[src/rtl/bod_pkg.sv]
package bod_pkg;
    localparam int IDX_W  = 6;
    localparam int ADDR_W = 24;
    localparam int OFF_W  = ADDR_W - IDX_W;

    typedef enum logic [1:0] {
        TGT_NONE = 2'd0,
        TGT_ROM  = 2'd1,
        TGT_CHIP = 2'd2,
        TGT_EXP  = 2'd3
    } tgt_e;

    typedef struct packed {
        tgt_e             tgt;
        logic             rd;
        logic             wr;
        logic [IDX_W-1:0] base;
    } slot_t;
endpackage

[src/rtl/bod_overlay_fsm.sv]
module bod_overlay_fsm (
    input  logic clk,
    input  logic rst_n,
    input  logic ovl_req,
    output logic remap_chip,
    output logic shadow_rom
);
    typedef enum logic {OVL_SHADOW = 1'b0, OVL_CLEAR = 1'b1} ovl_state_e;

    ovl_state_e state_q, state_d;

    always_comb begin
        state_d = state_q;
        unique case (state_q)
            OVL_SHADOW: if (!ovl_req) state_d = OVL_CLEAR;
            OVL_CLEAR:  if (ovl_req)  state_d = OVL_SHADOW;
        endcase
    end

    always_ff @(posedge clk or negedge rst_n) begin
        if (!rst_n) state_q <= OVL_SHADOW;
        else        state_q <= state_d;
    end

    always_comb begin
        remap_chip = 1'b0;
        shadow_rom = 1'b0;
        unique case (state_q)
            OVL_SHADOW: remap_chip = !ovl_req;
            OVL_CLEAR: begin
                remap_chip = ovl_req;
                shadow_rom = ovl_req;
            end
        endcase
    end

    AST_SAME_LEVEL_HOLDS: assert property (@(posedge clk) disable iff (!rst_n)
        ((state_q == OVL_SHADOW) == ovl_req) |=> $stable(state_q));

    AST_SHADOW_NEEDS_REMAP: assert property (@(posedge clk) disable iff (!rst_n)
        shadow_rom |-> remap_chip);
endmodule

[src/rtl/bod_region_table.sv]
module bod_region_table
    import bod_pkg::*;
#(
    parameter int CHIP_SLOTS = 2,
    parameter int OVL_SLOTS  = 2,
    parameter int ROM_SLOTS  = 1,
    parameter int EXP_SLOTS  = 4
) (
    input  logic             clk,
    input  logic             rst_n,
    input  logic             remap_chip,
    input  logic             shadow_rom,
    input  logic             exp_load,
    input  logic [IDX_W-1:0] exp_idx,
    input  logic [IDX_W-1:0] rd_idx,
    output slot_t            rd_slot
);
    localparam int NSLOT    = 1 << IDX_W;
    localparam int ROM_LOW  = NSLOT - ROM_SLOTS;

    slot_t tbl_q [NSLOT];

    function automatic slot_t start_slot(input int i);
        slot_t s;
        s = '{tgt: TGT_NONE, rd: 1'b0, wr: 1'b0, base: '0};
        if (i >= ROM_LOW)
            s = '{tgt: TGT_ROM, rd: 1'b1, wr: 1'b0, base: IDX_W'(i - ROM_LOW)};
        else if (i < OVL_SLOTS)
            s = '{tgt: TGT_ROM, rd: 1'b1, wr: 1'b0, base: IDX_W'(i)};
        else if (i < CHIP_SLOTS)
            s = '{tgt: TGT_CHIP, rd: 1'b1, wr: 1'b1, base: IDX_W'(i)};
        return s;
    endfunction

    logic [IDX_W:0] win_lo, win_hi;
    assign win_lo = {1'b0, exp_idx};
    assign win_hi = win_lo + (IDX_W+1)'(EXP_SLOTS);

    for (genvar g = 0; g < NSLOT; g++) begin : g_slot
        localparam logic [IDX_W:0] GIDX = (IDX_W+1)'(g);
        slot_t ent_q, ent_d;
        logic  in_win;

        assign in_win = (GIDX >= win_lo) && (GIDX < win_hi);

        always_comb begin
            ent_d = ent_q;
            if (remap_chip && (g < CHIP_SLOTS))
                ent_d = '{tgt: TGT_CHIP, rd: 1'b1, wr: 1'b1, base: IDX_W'(g)};
            if (shadow_rom && (g < OVL_SLOTS))
                ent_d = '{tgt: TGT_ROM, rd: 1'b1, wr: 1'b0, base: IDX_W'(g)};
            if (exp_load && in_win)
                ent_d = '{tgt: TGT_EXP, rd: 1'b1, wr: 1'b1,
                          base: IDX_W'(g) - exp_idx};
        end

        always_ff @(posedge clk or negedge rst_n) begin
            if (!rst_n) ent_q <= start_slot(g);
            else        ent_q <= ent_d;
        end

        assign tbl_q[g] = ent_q;
    end

    assign rd_slot = tbl_q[rd_idx];

    AST_SHADOW_LOW_RO: assert property (@(posedge clk) disable iff (!rst_n)
        (shadow_rom && !exp_load) |=>
        (tbl_q[0].tgt == TGT_ROM && tbl_q[0].rd && !tbl_q[0].wr));

    AST_CHIP_RESTORE: assert property (@(posedge clk) disable iff (!rst_n)
        (remap_chip && !shadow_rom && !exp_load) |=>
        (tbl_q[0].tgt == TGT_CHIP && tbl_q[0].wr && tbl_q[0].base == '0));

    AST_EXP_PLACED: assert property (@(posedge clk) disable iff (!rst_n)
        exp_load |=>
        (tbl_q[$past(exp_idx)].tgt == TGT_EXP && tbl_q[$past(exp_idx)].base == '0));
endmodule

[src/rtl/bod_lookup.sv]
module bod_lookup
    import bod_pkg::*;
(
    input  slot_t             slot,
    input  logic              acc_valid,
    input  logic              acc_write,
    input  logic [ADDR_W-1:0] acc_addr,
    output tgt_e              sel,
    output logic [ADDR_W-1:0] offset,
    output logic              grant,
    output logic              deny
);
    logic mapped, allowed;

    always_comb begin
        mapped  = (slot.tgt != TGT_NONE);
        allowed = acc_write ? slot.wr : slot.rd;
        grant   = acc_valid && mapped && allowed;
        deny    = acc_valid && !(mapped && allowed);
        sel     = grant ? slot.tgt : TGT_NONE;
        offset  = {slot.base, acc_addr[OFF_W-1:0]};
    end
endmodule

[src/rtl/boot_overlay_decoder.sv]
module boot_overlay_decoder
    import bod_pkg::*;
#(
    parameter int CHIP_KB = 512,
    parameter int OVL_KB  = 512,
    parameter int ROM_KB  = 256,
    parameter int EXP_KB  = 1024
) (
    input  logic              clk,
    input  logic              rst_n,
    input  logic              ovl_req,
    input  logic              exp_load,
    input  logic [7:0]        exp_base,
    input  logic              acc_valid,
    input  logic              acc_write,
    input  logic [ADDR_W-1:0] acc_addr,
    output logic [1:0]        tgt_sel,
    output logic [ADDR_W-1:0] tgt_offset,
    output logic              acc_grant,
    output logic              acc_deny
);
    localparam int SLOT_KB    = 1 << (OFF_W - 10);
    localparam int CHIP_SLOTS = CHIP_KB / SLOT_KB;
    localparam int OVL_SLOTS  = OVL_KB / SLOT_KB;
    localparam int ROM_SLOTS  = ROM_KB / SLOT_KB;
    localparam int EXP_SLOTS  = EXP_KB / SLOT_KB;
    localparam int BASE_DROP  = OFF_W - 16;

    logic  remap_chip, shadow_rom;
    slot_t cur_slot;
    tgt_e  sel_e;

    bod_overlay_fsm u_fsm (
        .clk        (clk),
        .rst_n      (rst_n),
        .ovl_req    (ovl_req),
        .remap_chip (remap_chip),
        .shadow_rom (shadow_rom)
    );

    bod_region_table #(
        .CHIP_SLOTS (CHIP_SLOTS),
        .OVL_SLOTS  (OVL_SLOTS),
        .ROM_SLOTS  (ROM_SLOTS),
        .EXP_SLOTS  (EXP_SLOTS)
    ) u_table (
        .clk        (clk),
        .rst_n      (rst_n),
        .remap_chip (remap_chip),
        .shadow_rom (shadow_rom),
        .exp_load   (exp_load),
        .exp_idx    (exp_base[7:BASE_DROP]),
        .rd_idx     (acc_addr[ADDR_W-1:OFF_W]),
        .rd_slot    (cur_slot)
    );

    bod_lookup u_lookup (
        .slot      (cur_slot),
        .acc_valid (acc_valid),
        .acc_write (acc_write),
        .acc_addr  (acc_addr),
        .sel       (sel_e),
        .offset    (tgt_offset),
        .grant     (acc_grant),
        .deny      (acc_deny)
    );

    assign tgt_sel = sel_e;

    AST_GRANT_DENY_EXCL: assert property (@(posedge clk) disable iff (!rst_n)
        !(acc_grant && acc_deny));

    AST_SEL_NEEDS_GRANT: assert property (@(posedge clk) disable iff (!rst_n)
        (tgt_sel != 2'd0) |-> acc_grant);

    AST_IDLE_QUIET: assert property (@(posedge clk) disable iff (!rst_n)
        !acc_valid |-> (!acc_grant && !acc_deny && tgt_sel == 2'd0));

    AST_RO_WRITE_DENIED: assert property (@(posedge clk) disable iff (!rst_n)
        (acc_valid && acc_write && !cur_slot.wr) |-> acc_deny);
endmodule

[config.mk]
export PLATFORM = sky130hd
export DESIGN_NAME = boot_overlay_decoder
export DESIGN_NICKNAME = d
export VERILOG_FILES = /design/src/rtl/bod_pkg.sv /design/src/rtl/bod_overlay_fsm.sv /design/src/rtl/bod_region_table.sv /design/src/rtl/bod_lookup.sv /design/src/rtl/boot_overlay_decoder.sv
export SDC_FILE = /design/constraint.sdc
export NUM_CORES = 1
export LEC_CHECK = 0
export ABC_CLOCK_PERIOD_IN_PS = 7600
export BUFFER_PORTS_ARGS = -buffer_cell sky130_fd_sc_hd__clkbuf_2
export CAP_MARGIN = 0
export CELL_PAD_IN_SITES_DETAIL_PLACEMENT = 1
export CELL_PAD_IN_SITES_GLOBAL_PLACEMENT = 2
export CORE_MARGIN = 5
export CORE_UTILIZATION = 47
export CTS_CLUSTER_SIZE = 20
export DETAILED_ROUTE_END_ITERATION = 7
export GPL_ROUTABILITY_DRIVEN = 0
export PLACE_DENSITY = 0.82
export SKIP_LAST_GASP = 1
export SYNTH_ARGS = -nofsm -noshare
export SYNTH_HDL_FRONTEND = slang
export SYNTH_SLANG_ARGS = --single-unit
[constraint.sdc]
create_clock -name clk -period 7.6 [get_ports clk]
set_input_delay 1.14 -clock clk [delete_from_list [all_inputs] [get_ports clk]]
set_output_delay 1.14 -clock clk [all_outputs]
set_load 0.005 [all_outputs]
# Word level (Yosys, flattened, before mapping)
# Cells that the tools add are included.
op_classes:
  n_reduce_logical: 137
  bitwise_logic: 2
  n_mux: 14
  order_cmp: 129
  addsub: 65
ops:
  columns: ["operator", "count"]
  rows:
  - ["$lt 6x7->1 const A", 32]
  - ["$ge 6x6->1 const A", 32]
  - ["$sub 6x6->6 const A", 32]
  - ["$logic_and 1x1->1", 132]
  - ["$lt 5x7->1 const A", 16]
  - ["$ge 5x6->1 const A", 16]
  - ["$sub 5x6->6 const A", 16]
  - ["$mux 10", 8]
  - ["$bmux 10 s6", 1]
  - ["$lt 4x7->1 const A", 8]
  - ["$ge 4x6->1 const A", 8]
  - ["$sub 4x6->6 const A", 8]
  - ["$lt 3x7->1 const A", 4]
  - ["$ge 3x6->1 const A", 4]
  - ["$sub 3x6->6 const A", 4]
  - ["$lt 1x7->1 const A", 2]
  - ["$lt 2x7->1 const A", 2]
  - ["$ge 1x6->1 const A", 2]
  - ["$ge 2x6->1 const A", 2]
  - ["$sub 1x6->6 const A", 2]
  - ["$sub 2x6->6 const A", 2]
  - ["$add 6x3->7 const B", 1]
  - ["$ge 7x7->1 const B", 1]
  - ["$not 6->7", 1]
  - ["other kinds (7)", 11]
word_totals:
  elab_cells: 541
  register_bits: 516
  inputBits: 38

# Longest topological paths before layout
# Gate-level depths: netlist of run 1.
depth:
  depth_word: 8
  mapped_depth: 12
  ltp_nobuf: 8

# Cells and area by module
# From an unflattened synthesis of run 1, not the netlist that was laid out.
hier_totals:
  cells_unflattened: 1908
  area_unflattened_um2: 23187.2
modules_own_cells:
  columns: ["module", "instances", "area_per_inst_um2", "seq_area_each_um2", "cells_per_inst"]
  rows:
  - ["bod_region_table", 1, 22915.7, 11264.6, 1874]
  - ["bod_lookup", 1, 226.5, 0.0, 30]
  - ["bod_overlay_fsm", 1, 45.0, 25.0, 4]

# Worst setup path after synthesis of run 1
# Ideal clock, no wire load.
synth_path:
  path_kind: "input -> output"
  from: "in acc_addr[19]"
  to: "out tgt_offset[18]"
  stages: 6
  arrival_ns: 3.106
  path_buffers: 3
  t_required_ns: 6.460
  slack_ns: 3.354
  cell_sequence: "buf_2 buf_2 buf_1 mux4_2 mux4_2 mux4_2"
synth_via:
  elab_chain_len: 4
synth_rtl:
  columns: ["element", "line", "source"]
  rows:
  - ["from (decl)", "boot_overlay_decoder.sv:16", "input logic [ADDR_W-1:0] acc_addr,"]
  - ["$not 6->7 (implied by the code)", "bod_region_table.sv:65", "assign rd_slot = tbl_q[rd_idx];"]
  - ["$bmux 10 s6", "bod_region_table.sv:65", null]
  - ["$mux 10 (implied by the code) (2 in series)", "bod_region_table.sv:65", null]
  - ["to (decl)", "boot_overlay_decoder.sv:18", "output logic [ADDR_W-1:0] tgt_offset,"]
# No other way between the ends. The select of a mux whose other input is x is not followed.

# Worst setup path after layout of run 1
layout_path:
  from: "in acc_addr[18]"
  to: "out tgt_offset[22]"
# Same word-level chain as after synthesis.

==> results of run 1 <==
## flip-flops by register name, summed over array words and instances, names as in the netlist
signal	cells
u_fsm.state_q	1
u_table.g_slot.ent_q	450
## per-stage QoR
stage | hold slack, ns | power [mW]
6_report | 0.4454 | 7.387
5_1_grt | 0.4722 | 7.706
4_1_cts | 0.4477 | 7.412
3_5_place_dp | 0.4326 | 4.923
3_3_place_gp | 0.4287 | 4.808
2_1_floorplan | 0.4144 | 4.302
## cells in the final DEF (no fill, tap or decap), types with 9 or more instances in the layout
cell / netlist / layout
nand3_1: 26 / 26
nor2b_1: 16 / 16
nor2_1: 52 / 52
a21oi_1: 88 / 87
mux4_2: 128 / 128
nand2_1: 220 / 220
a21o_1: 11 / 11
dfrtp_1: 448 / 448
clkbuf_2: 0 / 24
xnor2_1: 50 / 50
ha_1: 25 / 25
clkbuf_16: 0 / 51
or2_2: 23 / 23
a31oi_1: 9 / 9
mux2i_1: 40 / 40
clkbuf_1: 83 / 11
inv_1: 34 / 34
buf_4: 19 / 47
clkinv_2: 0 / 13
mux2_2: 169 / 169
nand2b_1: 51 / 51
clkbuf_8: 0 / 13
o21ai_0: 172 / 172
## area by class of cell
cell class                      instances  area, sq um
Multi-Input combinational cell       1225        10350
Sequential cell                       451        11290
Antenna cell                            1        2.502
Tap cell                              615        769.5
Clock buffer                           74         1483
Fill cell                            4854        22760
Inverter                               37        138.9
Timing Repair Buffer                   76        561.8
Clock inverter                         20        195.2
## metal layers
| layer | GRT usage | vias up |
|---|---|---|
| li1 | - | 6641 |
| met1 | 0.4099 | 8589 |
| met2 | 0.4605 | 709 |
| met3 | 0.07466 | 187 |
| met4 | 0.1288 | 0 |
| met5 | 0 | - |
## kinds of logic (layout without fill, tap and decap cells)
kind of cell               count (synthesis)  after routing  share of synthesized area
adders and majority gates                 25             25                    0.01392
DFF                                      451            451                     0.5025
and+or+nand+nor                          418            418                    0.08610
muxes                                    340            340                     0.2323
xor gates and xnor gates                  56             56                    0.02183
AOI/OAI and AO/OA                        386            386                     0.1062
other                                      0              1                          0
buffers and inverters                    187            207                    0.03709
## worst paths after layout
| kind | startpoint | to | slack (ns) | cells after the start |
|---|---|---|---|---|
| max in group asynchronous | rst_n | u_table.g_slot[59].ent_q[3] | 5.52 | 2 |
| worst min-delay path | u_table.g_slot[63].ent_q[6] | u_table.g_slot[63].ent_q[6] | 0.45 | 2 |
| worst min register to register | u_table.g_slot[63].ent_q[6] | u_table.g_slot[63].ent_q[6] | 0.45 | 2 |
| worst max-delay path | acc_addr[18] | tgt_offset[22] | 2.31 | 6 |
| min in group asynchronous | rst_n | u_table.g_slot[1].ent_q[6] | 0.54 | 1 |
| worst max register to register | u_fsm.state_q | u_table.g_slot[1].ent_q[8] | 5.92 | 3 |
## power groups by stage
stage | clock network [mW] | logic, mW | registers (mW)
after global placement | 0 | 1.53 | 3.28
after CTS | 2.51 | 1.60 | 3.30
after detailed placement | 0 | 1.59 | 3.34
after global routing | 2.62 | 1.72 | 3.36
final | 2.47 | 1.61 | 3.31
after floorplan | 0 | 1.09 | 3.21
## worst reg2reg max path, cell delays in order, from the launching register on
cell     delay [ns]
dfrtp_1        0.37
ha_1           0.73
nor2b_1        0.21
a211o_1        0.31
==> metrics.txt, run 1 <==
result of the run=finished clean; uppermost routed layer=met4; RSZ-0062 raised after global routing=no; crit path launch type=primary input; post-route design area=24790 sq um; dominant cell by count in the synthesized netlist=dfrtp_1; synthesized net count=1926; clk sinks=451; Worst Max-Slew Pin Slew=1.321 ns; async set-reset flop share out of synthesis=1.000; pin count of the biggest net entering global routing=183; biggest area consumer among synthesized cells=dfrtp_1; number of enable-type register cells in the synthesized netlist=0; sum of negative setup slack=0 ns; die extent in y=228.6 um; relative max-transition margin=0.1194; most common library cells after synthesis=448 x dfrtp_1, 220 x nand2_1, 172 x o21ai_0; Bufs on Longest Clock Path=3; residual overflow from global routing=0; number of endpoints failing setup at the final stage=0; latest clock arrival within the worst-skew pair=0.61 ns; cells along the critical path=clkbuf_8, buf_4, mux4_2, mux4_2, mux4_2, clkbuf_2; via count of the first global-routing pass=17.02k; Post-Place Worst Slack=2.182 ns; number of max-slew violations in the final report=0; HPWL after detailed placement=51760 um; number of buffers inserted by hold repair at cts=0; class of the most critical setup path=in2out; fraction of final layout cells with drive strength greater than 1=0.2746; YS warnings=0; Syn-to-layout area delta=10.33%; sw frac=0.2974; cells taking the most area after synthesis=dfrtp_1 50%, mux4_2 13%, mux2_2 8.5%; final worst setup slack=2.312 ns; CP max FO=66; Worst Setup End Kind=output pin; clk root buf=clkbuf_16; global-route wire length before repair=116700 um; antenna viol nets, final=0; final core utilization=0.5213; routed wire length=78570 um; port bufs=27; critical path's top delay family=multiplexers; Total Die Area=52270 sq um; Hold WC Path Type=reg2reg; Layout Skew=0.01783 ns; delay of the slowest cell on the worst path=0.64 ns; number of hold-slack violations in the final timing report=0; overall fraction of global-route tracks in use=0.2999; primary flip-flop cell chosen by synthesis mapping=dfrtp_1; synthesized instance count=1863; Yosys top cell area share=0.4990; sequential power share=0.448; number of clock buffers inserted by TritonCTS=51; number of top-level pins=66; overall via count from detail_route=16.13k; Static Leakage=10.28 nW; Fmax achieved=0.1891 GHz; Rows=80; Initial DRC Count=1446; WP buf/inv=3; final critical-path required period=5.288 ns; initial core utilization=0.4725; post-route fraction of the period consumed by the critical path=0.6958; detailed-route wire length per cell=31.44 um; Synth Register Bits=451; synthesized area per cell=12.06 sq um; detailed-route DRC error count=0; number of distinct library cells after synthesis=69; Gate power share=0.218; routed length on met1=32480 um; clock tree from TritonCTS=done; Core Box Area=47550 sq um; Critical Path Slowest Stage Cell=clkbuf_8; total length of routed met2 wires=35460 um; CTS H-Tree Depth=2; clock-pin transition on the worst setup and hold timing paths=0.06 ns; initial antenna violation count=2; Max VDD drop=159.1 uV; Pre-antenna DRT Iters=5; net load switching power=2.197 mW; placed cell areas=23110 sq um; number of resized instances in the post-cts repair step=0; Critical Path RT=6.46 ns; synthesized cell area=22470 sq um; max-cap viol count=0; metal3 WL=6651 um; drt via density=6.453; count of placed standard cells in the final layout, fillers left out=2499; Placed Instances=2404; portion of the post-synthesis area used by sequential elements=0.5025; fraction of power consumed by the clock network=0.334; cell type with the highest occurrence count on the critical path=mux4_2; internal power=5.190 mW; cell area power density=298.0 nW/um^2; number of nets in the final layout=1905; DIE WIDTH=228.6 um; critical path arrival=4.15 ns; buffers inserted by post-CTS timing repair=0
Note: power is estimated with default switching activity, not from simulation.
==> inputs of run 2 (changes only) <==
--- a/config.mk
+++ b/config.mk
@@ -5,17 +5,17 @@
 export SDC_FILE = /design/constraint.sdc
 export NUM_CORES = 1
 export LEC_CHECK = 0
-export ABC_CLOCK_PERIOD_IN_PS = 7600
+export ABC_CLOCK_PERIOD_IN_PS = 5100
 export BUFFER_PORTS_ARGS = -buffer_cell sky130_fd_sc_hd__clkbuf_2
 export CAP_MARGIN = 0
 export CELL_PAD_IN_SITES_DETAIL_PLACEMENT = 1
 export CELL_PAD_IN_SITES_GLOBAL_PLACEMENT = 2
 export CORE_MARGIN = 5
-export CORE_UTILIZATION = 47
+export CORE_UTILIZATION = 44
 export CTS_CLUSTER_SIZE = 20
 export DETAILED_ROUTE_END_ITERATION = 7
 export GPL_ROUTABILITY_DRIVEN = 0
-export PLACE_DENSITY = 0.82
+export PLACE_DENSITY = 0.77
 export SKIP_LAST_GASP = 1
 export SYNTH_ARGS = -nofsm -noshare
 export SYNTH_HDL_FRONTEND = slang
==> constraint.sdc (replaced) <==
create_clock -name clk -period 5.1 [get_ports clk]
set_input_delay 0.765 -clock clk [delete_from_list [all_inputs] [get_ports clk]]
set_output_delay 0.765 -clock clk [all_outputs]
set_load 0.005 [all_outputs]
==> run 2 against run 1 <==
Cell area grew 2.0%. Sequential share of layout area shrank 0.88 points. Non-clock buffer count grew 31. Sequential power grew 49%. Die area grew 6.5%. Critical path type unchanged. Clock-buffer cell count grew 5. Via count shrank 0.89%. Global-route usage shrank 1.5 points.
==> metrics.txt, run 2 (same netlist as run 1, synthesis figures left out) <==
result of the run=finished clean; Critical Path RT=4.34 ns; Post-Place Worst Slack=0.9124 ns; flip-flop count of the largest register after layout=450; cell count of the worst reg-to-reg path=3; cells along the critical path=clkbuf_8, buf_4, mux4_2, mux4_2, mux4_2, clkbuf_2; overall fraction of global-route tracks in use=0.2853; antenna viol nets, final=0; largest reg by FF count=u_table.g_slot.ent_q; worst hold margin=0.2446 ns; Bufs on Longest Clock Path=3; Static Leakage=10.51 nW; port bufs=27; overall power of the completed layout=11.23 mW; number of clock buffers inserted by TritonCTS=53; Layout Skew=0.009055 ns; multi-input logic area=10350 sq um; number of endpoints failing setup at the final stage=0; cell area power density=444.3 nW/um^2; delay of the slowest cell on the worst path=0.61 ns; post-route fraction of the period consumed by the critical path=0.8038; Crit Reg-Reg Endpoint=u_table.g_slot[1].ent_q[8]; initial core utilization=0.4460; clock-pin transition on the worst setup and hold timing paths=0.06 ns; number of top-level pins=66; Hold WC Path Type=in2async; Max VDD drop=265.0 uV; number of hold-slack violations in the final timing report=0; Initial DRC Count=1546; critical path arrival=3.33 ns; final critical-path required period=4.099 ns; crit path launch type=primary input; die extent in y=236.0 um; FF-to-FF Start=u_fsm.state_q; clk sinks=451; residual overflow from global routing=0; class of the most critical setup path=in2out; number of resized instances in the post-cts repair step=0; Pre-antenna DRT Iters=5; critical path's top delay family=multiplexers; Fmax achieved=0.2439 GHz; detailed-route wire length per cell=30.89 um; number of nets in the final layout=1938; highest-count cells in the layout ignoring fill and taps=448 x dfrtp_1, 220 x nand2_1, 172 x o21ai_0, 169 x mux2_2, 128 x mux4_2; CTS H-Tree Depth=2; most common cell after layout, fill and taps aside=dfrtp_1; cell type with the highest occurrence count on the critical path=mux4_2; number of max-slew violations in the final report=0; Rows=82; pin count of the biggest net entering global routing=128; latest clock arrival within the worst-skew pair=0.61 ns; WP buf/inv=3; Total Die Area=55680 sq um; Layout fillers=5140; global-route wire length before repair=118400 um; overall via count from detail_route=15.98k; Critical Path Slowest Stage Cell=mux4_2; HPWL after detailed placement=54270 um; Syn-to-layout area delta=12.51%; detailed-route DRC error count=0; initial antenna violation count=1; fraction of final layout cells with drive strength greater than 1=0.2891; final worst setup slack=1.001 ns; via count of the first global-routing pass=17.11k; number of buffers inserted by hold repair at cts=0; buffers inserted by post-CTS timing repair=0; CP max FO=29; drt via density=6.169; RSZ-0062 raised after global routing=no; clk root buf=clkbuf_16; placed cell areas=23480 sq um; Core Box Area=50380 sq um; registers with the most flip-flops=u_table.g_slot.ent_q: 450 flops, u_fsm.state_q: 1 flops; relative max-transition margin=0.1092; Worst Max-Slew Pin Slew=1.336 ns; clock tree from TritonCTS=done; routed wire length=80030 um; footprint of the flip-flops and latches=11290 sq um; DIE WIDTH=236.0 um; post-route design area=25280 sq um; setup slack of the most critical reg-to-reg path=3.39 ns; max-cap viol count=0; Worst Setup End Kind=output pin; sum of negative setup slack=0 ns
run 2: cell types whose count changed in the layout (fill, tap and decap cells not counted), moves of 2 or more:
cell	delta
clkbuf_1	-4
buf_4	+26
clkinv_2	-2
diode_2	+2
clkbuf_8	+7
buf_12	+5
clkbuf_16	+2
run 2: layout make-up:
type,instances,area share
flip-flops and latches,451,0.4466
repair buffers,107,0.03391
multi-input cells,1225,0.4095
diodes,3,0.0002970
inverters,37,0.005495
clock buffers,79,0.06386
well taps,672,0.03326
clock inverters,17,0.007029
run 2: how the worst max path moves through the flow:
| stage | cells after the start | to | startpoint | slack [ns] |
|---|---|---|---|---|
| after floorplan | 6 | tgt_offset[18] | acc_addr[19] | 1.60 |
| after global placement | 9 | u_table.g_slot[52].ent_q[1] | exp_base[5] | 0.95 |
| after detailed placement | 7 | u_table.g_slot[62].ent_q[0] | exp_base[5] | 0.91 |
| after CTS | 6 | tgt_offset[18] | acc_addr[18] | 0.96 |
| after global routing | 6 | tgt_offset[18] | acc_addr[18] | 0.91 |
| final | 6 | tgt_offset[18] | acc_addr[18] | 1.00 |
run 2: power breakdown:
group	leakage [nW]	switching, mW	internal (mW)	total, mW
registers	5.29	0.491	4.45	4.94
clock network	0.892	1.60	2.29	3.89
logic	4.33	1.22	1.18	2.39
run 2: metrics by stage:
| step | std cells | util |
|---|---|---|
| global route | 2588 | 0.5016 |
| finish | 2591 | 0.5018 |
| CTS | 2588 | 0.5016 |
| detailed placement | 2492 | 0.4660 |
| floorplan | 1863 | - |
| global placement | 2492 | 0.4660 |
run 2: worst reg2reg max path, delay by kind of cell, from the launching register on:
family,cells,cell delay [ns]
AOI/OAI and AO/OA,1,0.32
adders and majority gates,1,0.74
DFF,1,0.36
and+or+nand+nor,1,0.23
run 2: metal layers:
layer	GRT usage	vias up	wire length, um
met1	0.4004	8564	34450
met2	0.4452	577	36910
met5	0	-	0
met3	0.06261	145	5794
met4	0.09430	0	2870
li1	-	6697	-
